$ cat src/rtl/txw_pkg.sv
package txw_pkg;
  parameter int W_DATA = 16;
  parameter int W_ADDR = 22;

  localparam int BIT_VALID = 15;
  localparam int BIT_CHAIN = 13;
  localparam int BIT_EOM   = 12;

  localparam int OFS_FLAG   = 0;
  localparam int OFS_CTRL   = 1;
  localparam int OFS_ALO    = 2;
  localparam int OFS_LEN    = 3;
  localparam int OFS_STAT   = 4;
  localparam int DESC_WORDS = 6;

  localparam logic [15:0] FLAG_STAMP = 16'hC000;
  localparam logic [15:0] STAT_DONE  = 16'h0000;

  typedef enum logic [2:0] {
    WS_IDLE, WS_CTRL, WS_ALO, WS_LEN, WS_FLAG, WS_BUF, WS_STAT
  } walk_state_e;
endpackage

$ cat src/rtl/txw_listbase.sv
module txw_listbase #(
  parameter int DW = txw_pkg::W_DATA,
  parameter int AW = txw_pkg::W_ADDR,
  localparam int HI_W = AW - DW
) (
  input  logic          clk,
  input  logic          rst_n,
  input  logic          lo_we,
  input  logic          hi_we,
  input  logic [DW-1:0] wdata,
  input  logic          busy,
  output logic [AW-1:0] start_base,
  output logic          ev_start
);
  logic [DW-1:0] lo_q;
  logic          lo_seen;

  always_ff @(posedge clk) begin
    if (!rst_n) begin
      lo_q    <= '0;
      lo_seen <= 1'b0;
    end else begin
      if (lo_we) begin
        lo_q    <= wdata;
        lo_seen <= 1'b1;
      end
      if (hi_we) lo_seen <= 1'b0;
    end
  end

  assign start_base = {wdata[HI_W-1:0], lo_q};
  assign ev_start   = hi_we && lo_seen && !busy;
endmodule

$ cat src/rtl/txw_walker.sv
module txw_walker
  import txw_pkg::*;
#(
  parameter int DW = txw_pkg::W_DATA,
  parameter int AW = txw_pkg::W_ADDR,
  localparam int HI_W = AW - DW
) (
  input  logic          clk,
  input  logic          rst_n,
  input  logic          start,
  input  logic [AW-1:0] base,
  output logic          mem_req,
  output logic          mem_we,
  output logic [AW-1:0] mem_addr,
  output logic [DW-1:0] mem_wdata,
  input  logic          mem_ack,
  input  logic [DW-1:0] mem_rdata,
  output logic          tx_valid,
  output logic [DW-1:0] tx_data,
  output logic          tx_last,
  output logic          busy,
  output logic          ev_invalid,
  output logic          ev_eom_done
);
  function automatic logic [DW-1:0] word_count(input logic [DW-1:0] len);
    return DW'(0) - len;
  endfunction

  function automatic logic [AW-1:0] join_addr(input logic [HI_W-1:0] hi,
                                              input logic [DW-1:0] lo);
    return {hi, lo};
  endfunction

  function automatic logic [AW-1:0] desc_word(input logic [AW-1:0] p, input int ofs);
    return p + AW'(ofs);
  endfunction

  walk_state_e   state;
  logic [AW-1:0] ptr, buf_ptr;
  logic [DW-1:0] alo, cnt;
  logic [HI_W-1:0] c_hi;
  logic          c_valid, c_chain, c_eom;
  logic          done;

  assign done        = mem_req && mem_ack;
  assign busy        = (state != WS_IDLE);
  assign mem_req     = busy;
  assign ev_invalid  = (state == WS_FLAG) && done && !c_valid;
  assign ev_eom_done = (state == WS_STAT) && done && c_eom;

  always_comb begin
    mem_we    = 1'b0;
    mem_wdata = STAT_DONE;
    mem_addr  = ptr;
    unique case (state)
      WS_CTRL: mem_addr = desc_word(ptr, OFS_CTRL);
      WS_ALO:  mem_addr = desc_word(ptr, OFS_ALO);
      WS_LEN:  mem_addr = desc_word(ptr, OFS_LEN);
      WS_FLAG: begin
        mem_addr  = desc_word(ptr, OFS_FLAG);
        mem_we    = 1'b1;
        mem_wdata = FLAG_STAMP;
      end
      WS_BUF:  mem_addr = buf_ptr;
      WS_STAT: begin
        mem_addr = desc_word(ptr, OFS_STAT);
        mem_we   = 1'b1;
      end
      default: mem_addr = ptr;
    endcase
  end

  always_ff @(posedge clk) begin
    if (!rst_n) begin
      state    <= WS_IDLE;
      ptr      <= '0;
      buf_ptr  <= '0;
      alo      <= '0;
      cnt      <= '0;
      c_hi     <= '0;
      c_valid  <= 1'b0;
      c_chain  <= 1'b0;
      c_eom    <= 1'b0;
      tx_valid <= 1'b0;
      tx_data  <= '0;
      tx_last  <= 1'b0;
    end else begin
      tx_valid <= 1'b0;
      tx_last  <= 1'b0;
      unique case (state)
        WS_IDLE: if (start) begin
          ptr   <= base;
          state <= WS_CTRL;
        end
        WS_CTRL: if (done) begin
          c_valid <= mem_rdata[BIT_VALID];
          c_chain <= mem_rdata[BIT_CHAIN];
          c_eom   <= mem_rdata[BIT_EOM];
          c_hi    <= mem_rdata[HI_W-1:0];
          state   <= WS_ALO;
        end
        WS_ALO: if (done) begin
          alo   <= mem_rdata;
          state <= WS_LEN;
        end
        WS_LEN: if (done) begin
          cnt   <= word_count(mem_rdata);
          state <= WS_FLAG;
        end
        WS_FLAG: if (done) begin
          if (!c_valid) begin
            state <= WS_IDLE;
          end else if (c_chain) begin
            ptr   <= join_addr(c_hi, alo);
            state <= WS_CTRL;
          end else begin
            buf_ptr <= join_addr(c_hi, alo);
            state   <= (cnt == '0) ? WS_STAT : WS_BUF;
          end
        end
        WS_BUF: if (done) begin
          tx_valid <= 1'b1;
          tx_data  <= mem_rdata;
          tx_last  <= c_eom && (cnt == DW'(1));
          cnt      <= cnt - DW'(1);
          buf_ptr  <= buf_ptr + AW'(1);
          if (cnt == DW'(1)) state <= WS_STAT;
        end
        WS_STAT: if (done) begin
          ptr   <= desc_word(ptr, DESC_WORDS);
          state <= WS_CTRL;
        end
        default: state <= WS_IDLE;
      endcase
    end
  end
endmodule

$ cat src/rtl/txw_status.sv
module txw_status (
  input  logic clk,
  input  logic rst_n,
  input  logic ev_start,
  input  logic ev_invalid,
  input  logic ev_eom_done,
  input  logic int_en,
  output logic xl_invalid,
  output logic xmit_int,
  output logic irq
);
  always_ff @(posedge clk) begin
    if (!rst_n) begin
      xl_invalid <= 1'b0;
      xmit_int   <= 1'b0;
    end else begin
      if (ev_start) begin
        xl_invalid <= 1'b0;
        xmit_int   <= 1'b0;
      end
      if (ev_invalid)  xl_invalid <= 1'b1;
      if (ev_eom_done) xmit_int   <= 1'b1;
    end
  end

  assign irq = xmit_int && int_en;
endmodule

$ cat src/rtl/txdesc_walker.sv
module txdesc_walker #(
  parameter int DW = txw_pkg::W_DATA,
  parameter int AW = txw_pkg::W_ADDR
) (
  input  logic          clk,
  input  logic          rst_n,
  input  logic          list_lo_we,
  input  logic          list_hi_we,
  input  logic [DW-1:0] list_wdata,
  input  logic          int_en,
  output logic          mem_req,
  output logic          mem_we,
  output logic [AW-1:0] mem_addr,
  output logic [DW-1:0] mem_wdata,
  input  logic          mem_ack,
  input  logic [DW-1:0] mem_rdata,
  output logic          tx_valid,
  output logic [DW-1:0] tx_data,
  output logic          tx_last,
  output logic          busy,
  output logic          xl_invalid,
  output logic          xmit_int,
  output logic          irq
);
  logic [AW-1:0] start_base;
  logic          ev_start, ev_invalid, ev_eom_done;

  txw_listbase #(.DW(DW), .AW(AW)) u_base (
    .clk(clk), .rst_n(rst_n), .lo_we(list_lo_we), .hi_we(list_hi_we),
    .wdata(list_wdata), .busy(busy), .start_base(start_base), .ev_start(ev_start)
  );

  txw_walker #(.DW(DW), .AW(AW)) u_walk (
    .clk(clk), .rst_n(rst_n), .start(ev_start), .base(start_base),
    .mem_req(mem_req), .mem_we(mem_we), .mem_addr(mem_addr), .mem_wdata(mem_wdata),
    .mem_ack(mem_ack), .mem_rdata(mem_rdata),
    .tx_valid(tx_valid), .tx_data(tx_data), .tx_last(tx_last),
    .busy(busy), .ev_invalid(ev_invalid), .ev_eom_done(ev_eom_done)
  );

  txw_status u_stat (
    .clk(clk), .rst_n(rst_n), .ev_start(ev_start), .ev_invalid(ev_invalid),
    .ev_eom_done(ev_eom_done), .int_en(int_en),
    .xl_invalid(xl_invalid), .xmit_int(xmit_int), .irq(irq)
  );
endmodule

$ cat config.mk
export PLATFORM = sky130hd
export DESIGN_NAME = txdesc_walker
export DESIGN_NICKNAME = d
export VERILOG_FILES = /design/src/rtl/txw_pkg.sv /design/src/rtl/txw_listbase.sv /design/src/rtl/txw_walker.sv /design/src/rtl/txw_status.sv /design/src/rtl/txdesc_walker.sv
export SDC_FILE = /design/constraint.sdc
export NUM_CORES = 1
export LEC_CHECK = 0
export CAP_MARGIN = 20
export CORE_MARGIN = 2
export CORE_UTILIZATION = 40
export CTS_CLUSTER_DIAMETER = 200
export DETAILED_ROUTE_END_ITERATION = 12
export GPL_ROUTABILITY_DRIVEN = 0
export SYNTH_ARGS = -nofsm -noshare
export SYNTH_HDL_FRONTEND = slang
export SYNTH_SLANG_ARGS = --single-unit
$ cat constraint.sdc
create_clock -name clk -period 4.95 [get_ports clk]
set_clock_uncertainty 0.15 [all_clocks]
set_input_delay 1.2375 -clock clk [delete_from_list [all_inputs] [get_ports clk]]
set_output_delay 1.2375 -clock clk [all_outputs]
set_load 0.02 [all_outputs]
* Yosys cells after proc, flatten, opt, wreduce, memory -nomap -nowiden *
Index checks and enable logic that the tools add are counted.
W data, S select, Z words.

storage, ports and cells
  memory bits (read-only) = 0
  register bits = 125
  output and inout bits = 62
  bits in writable memories = 0
  input bits = 38
  logic and storage cells = 106
  memories kept = 0
  latch bits = 0

operators by class
  add/sub/neg operators = 8
  bitwise logic cells = 1
  reductions and logical operators = 30
  equality and inequality tests = 18
  shift-type cells = 0
  order comparisons = 0
  multiply operators = 0
  divide/modulo/power cells = 0
  muxes and demuxes = 33

operator list
  cell                     number
  $mux W22                 9
  $pmux W22 S5             1
  $pmux W22 S3             1
  $mux W16                 3
  $add A22 B1 Y22 const B  2
  $add A22 B2 Y22 const B  2
  $add A22 B3 Y22 const B  2
  $pmux W22 S2             1
  $pmux W16 S2             1
  $mux W3                  10
  $pmux W3 S7              1
  $ne A2 B1 Y1 const B     9
  $eq A16 B1 Y1 const B    1
  $logic_not A16 Y1        1
  $sub A1 B16 Y16 const A  1
  $sub A16 B1 Y16 const B  1
  $eq A3 B3 Y1 const B     3
  $logic_and A1 B1 Y1      9
  $reduce_and A2 Y1        4
  $reduce_and A8 Y1        1
  $reduce_bool A2 Y1       4
  $eq A3 B2 Y1 const B     2
  $reduce_and A3 Y1        2
  $reduce_and A6 Y1        1
  other kinds (10)         18

* Longest topological paths before layout *
  word-level depth = 6
  depth in mapped cells = 11
  depth with buffers taken out = 9

* Hierarchy *
Synthesis repeated with hierarchy kept, for this count alone.

unflattened totals
  cells, all modules = 1,121
  area total of the unflattened synthesis = 8,338.0 um^2

by module, submodules not included
  module        times used  sequential area each (um^2)  area an instance (um^2)  cells each
  txw_walker    1           2,122.0                      7,557.2                  1,052
  txw_listbase  1           340.3                        705.7                    62
  txw_status    1           40.0                         75.1                     7

* Least setup slack after synthesis *
No wires, ideal clock.

  path type = reg-to-output
  start = register u_walk.state[1]
  end = output port mem_addr[17]
  arrival time = 2.816 ns
  stages on the path, launching flop included = 11
  slack = 0.746 ns
  data required time = 3.563 ns
  buffers on the path = 3
  cells stage by stage = dfxtp_1 -> clkbuf_1 -> buf_2 -> clkinv_1 -> clkbuf_1 -> nor2_1 -> ha_1 -> a21o_1 -> a211o_1 -> nand3_1 -> o311ai_0

between the ends
  cells in the longest elaborated chain, start to end = 2
  elaborated cells on any way between the ends = 6
  classes of those cells = eq/ne: 5; mux: 1

ends and longest elaborated chain
  item                                  RTL line             RTL
  from (decl)                           txw_walker.sv:38     walk_state_e state;
  from (signal assigned)                txw_walker.sv:118    state <= (cnt == '0) ? WS_STAT : WS_BUF;
  $eq A3 B3 Y1 (tied with other cells)  txw_walker.sv:55     unique case (state)
  $pmux W22 S5 *                        txw_walker.sv:55
  to (decl)                             txdesc_walker.sv:13  output logic [AW-1:0] mem_addr,

Mark *: on every way between the ends. The rest lies on a longest branch, timed or not.

* Final worst setup path *
  start = register u_walk.ptr[1]
  end = output port mem_addr[15]

between the ends
  cells in the longest elaborated chain, start to end = 2
  elaborated cells on any way between the ends = 5
  classes of those cells = add/sub: 4; mux: 1

ends and longest elaborated chain
  item                                     RTL line           RTL
  from (decl)                              txw_walker.sv:39   logic [AW-1:0] ptr, buf_ptr;
  from (signal assigned)                   txw_walker.sv:92   ptr <= base;
  from (signal assigned)                   txw_walker.sv:114  ptr <= join_addr(c_hi, alo);
  from (signal assigned)                   txw_walker.sv:130  ptr <= desc_word(ptr, DESC_WORDS);
  $add A22 B3 Y22 (tied with other cells)  txw_walker.sv:35   return p + AW'(ofs);
  $pmux W22 S5 *                           txw_walker.sv:55

Marks and branches as above.

==> results.txt <==
Status: complete, no violations
Avg WL per Cell: 19.89 um
Critical Path, Cell by Cell: ha_1, nor4bb_1, a211o_1, nand3_1, or4_2, nand3_1, clkdlybuf4s50_1
CP Class: register to output pin
Starting DRT DRC Count: 1,011
Final Setup Violations: 0
CP Data Required Time: 3560 ps
Hold depth: 2
Clk pin slew, worst setup/hold paths: 60 ps
Clk root buf: clkbuf_16
RSZ-0062 raised after global routing: false
Number of synthesized flops with an enable pin: 0
Cell area after layout: 9300 um2
Pwr per Cell Area: 268.4 nW/um2
Crit Reg-Reg Endpoint: u_walk.ptr[18]$_SDFFE_PN0P_
Peak supply drop: 0.2336 mV
DRC: 0
CTS tree: done
Vias in the first global route: 7,643
Syn Std Cell Area: 7780 um2
Worst EP arrival: 3390 ps
Clk_lat worst skew: 430 ps
Final period utilization: 96.54%
Largest stage delay, worst path: 620 ps
Final #Nets: 1,155
DRT Wirelength: 27,530 um
Die Width: 143.5 um
Die height: 143.5 um
GRT Util Overall: 27.20%
Fill cells: 1,926
Register bit total from synthesis: 125
# hold bufs at CTS: 0
TritonCTS Sinks: 125
Drt first pass iters: 8
Largest net degree at the start of global routing: 94
Hold Fails Final Rpt: 0
Port bufs: 85
# diodes: 0
Post-Syn Instances: 1,063
CTS resizes: 0
Register area share after synthesis: 32.16%
Critical Path Stages: 7
Initial antenna violation count: 0
Delay-heaviest family, CP: simple AND/OR/NAND/NOR gates
Post-CTS setup repair buffer count: 0
Min Tclk post-route: 4779 ps
Max_slew headroom: 30.53%
CTS Buf Count: 17
Global-route wire length before repair: 43,350 um
R2r setup slk: 2100 ps
Worst min path class: register to register
CTS Buffer Depth: 2
Total negative setup slack: 0 ps
Startpoint Class: register
Slowest cell on crit path: dfxtp_1
Max_cap viols: 0
Setup crit end kind: output pin
Post-route ant nets: 0
Vias: 8,302
Core area: 19,270 um2
Syn avg cell area: 7.319 um2
H-tree depth: 4
Rows: 51
Vias per inst: 5.999
Util after Layout: 48.26%
Seq. cell area: 2502 um2
Achievable Freq: 0.2093 GHz
Layout cells sized above 1: 6.345%
Largest fanout on the critical path: 14
Fin. max-slew vios: 0
Hpwl dp: 19,770 um
Cells on worst reg2reg path: 9
Leak: 3.157 nW
Area Overhead vs Synth: 19.54%
Distinct cells, synth: 80
Placed Area: 8733 um2
Predominant post-synthesis flop cell: dfxtp_1
Yosys Warn Count: 0
Hold Crit Start: u_walk.tx_data[11]$_SDFFE_PN0P_
I/O Pins: 100
Die area: 20,580 um2
Worst Tran Pin Value: 1042 ps
Crit path buffers/inverters: 1
Area of the multi-input gates: 4782 um2
Most common cell on crit path: nand3_1
Async SR Flop Fraction: 0%
Worst R2R Start: u_walk.state[2]$_SDFFE_PN0P_
Overflow left after global routing: 0
Effective utilization at floorplan: 40.37%
Worst hold endpoint: u_walk.tx_data[11]$_SDFFE_PN0P_
-- how the worst max path moves through the flow --
stage,to,from,slack (ps)
2_1_floorplan,mem_addr[17],u_walk.state[1]$_SDFFE_PN0P_,750
3_3_place_gp,mem_addr[15],u_walk.ptr[1]$_SDFFE_PN0P_,750
3_5_place_dp,mem_addr[15],u_walk.ptr[1]$_SDFFE_PN0P_,670
4_1_cts,mem_addr[15],u_walk.ptr[1]$_SDFFE_PN0P_,220
5_1_grt,mem_addr[7],u_walk.state[2]$_SDFFE_PN0P_,6
6_report,mem_addr[15],u_walk.ptr[1]$_SDFFE_PN0P_,170
-- power by group --
part	switching, W	internal [W]	total (W)
Sequential	0.0000196	0.00102	0.00104
Clock	0.000513	0.000700	0.00121
Combinational	0.000149	0.0000918	0.000241
-- kinds of logic (layout without fill, tap and decap cells) --
logic type | count (synthesis) | in the layout | share of synthesized area [%]
simple gates | 439 | 439 | 27.50
compound gates | 336 | 336 | 27.66
flops | 125 | 125 | 32.16
buf+inv | 120 | 163 | 6.996
mux | 17 | 17 | 2.187
xor+xnor | 14 | 14 | 1.576
fa+ha+maj | 11 | 11 | 1.866
other cells | 1 | 14 | 0.04820
-- per-layer routing --
metal,global-route usage [%],vias up,wire length (um)
li1,-,3942,-
met1,36.74,3902,12180
met2,42.28,398,12130
met3,5.931,60,2255
met4,10.68,0,965
met5,0,-,0
-- layout make-up --
| type | count | area share, % |
|---|---|---|
| multi-input cells | 831 | 51.42 |
| flip-flops and latches | 125 | 26.91 |
| repair buffers | 110 | 11.17 |
| clock buffers | 18 | 4.615 |
| well taps | 265 | 3.565 |
| clock inverters | 14 | 1.480 |
| inverters | 21 | 0.8476 |
-- synth_stat cells, drive strengths merged (13+ instances only) --
cell,number,area share (%)
nor3,31,2.0
o22ai,16,1.3
buf,34,2.8
nand2,165,8.0
clkbuf,65,3.1
a22oi,13,1.3
nor4,13,1.2
and2,18,1.5
nor2,88,4.2
and3,17,1.4
mux2i,17,2.2
inv,19,0.92
a21oi,113,7.3
o21ai,71,4.6
dfxtp,125,32
nand3,38,2.4
-- per-stage QoR --
stage / instances / setup WS, ps / hold WS [ps] / power, W
finish: 1384 / 171.4 / 304.1 / 0.002496
global route: 1384 / 6.222 / 322.9 / 0.002579
CTS: 1384 / 218.2 / 305.2 / 0.002504
detailed placement: 1352 / 666.1 / 298.4 / 0.001300
global placement: 1352 / 754.8 / 292.4 / 0.001300
floorplan: 1076 / 746.4 / 273.1 / 0.001206
-- registers in the layout, indices dropped and copies added, names as in the netlist --
signal	cells
u_walk.ptr	22
u_stat.xl_invalid	1
u_walk.c_valid	1
u_walk.c_hi	6
u_walk.cnt	16
u_walk.alo	16
u_walk.c_eom	1
u_walk.c_chain	1
u_base.lo_seen	1
u_walk.buf_ptr	22
u_walk.tx_last	1
u_walk.tx_valid	1
u_stat.xmit_int	1
u_base.lo_q	16
u_walk.tx_data	16
u_walk.state	3
-- worst register-to-register path: cells and delay by family (launching register included) --
kind	cells	cell delay (ps)
AND/OR/NAND/NOR	3	1070
buffers and inverters	4	980
flip-flops	1	320
AO/OA/AOI/OAI	2	280
-- cell usage in the layout, fill, tap and decap left out, types with 9 or more instances in the layout --
cell / netlist / routed
nor4_1: 11 / 11
and2_1: 15 / 15
a21oi_1: 113 / 113
nand4_1: 10 / 10
o311ai_0: 9 / 9
o22ai_1: 16 / 16
a31oi_1: 12 / 12
ha_1: 10 / 10
nand2_1: 165 / 165
mux2i_1: 17 / 17
dfxtp_1: 125 / 125
a22oi_1: 13 / 13
nor2_1: 88 / 88
inv_1: 19 / 19
o211ai_1: 10 / 10
clkdlybuf4s50_1: 0 / 85
conb_1: 1 / 14
a211oi_1: 9 / 9
o21ai_0: 71 / 71
nand3_1: 38 / 38
nor3_1: 31 / 31
and3_1: 17 / 17
clkbuf_16: 0 / 17
buf_4: 21 / 25
Power figures use the tool's default switching activity.
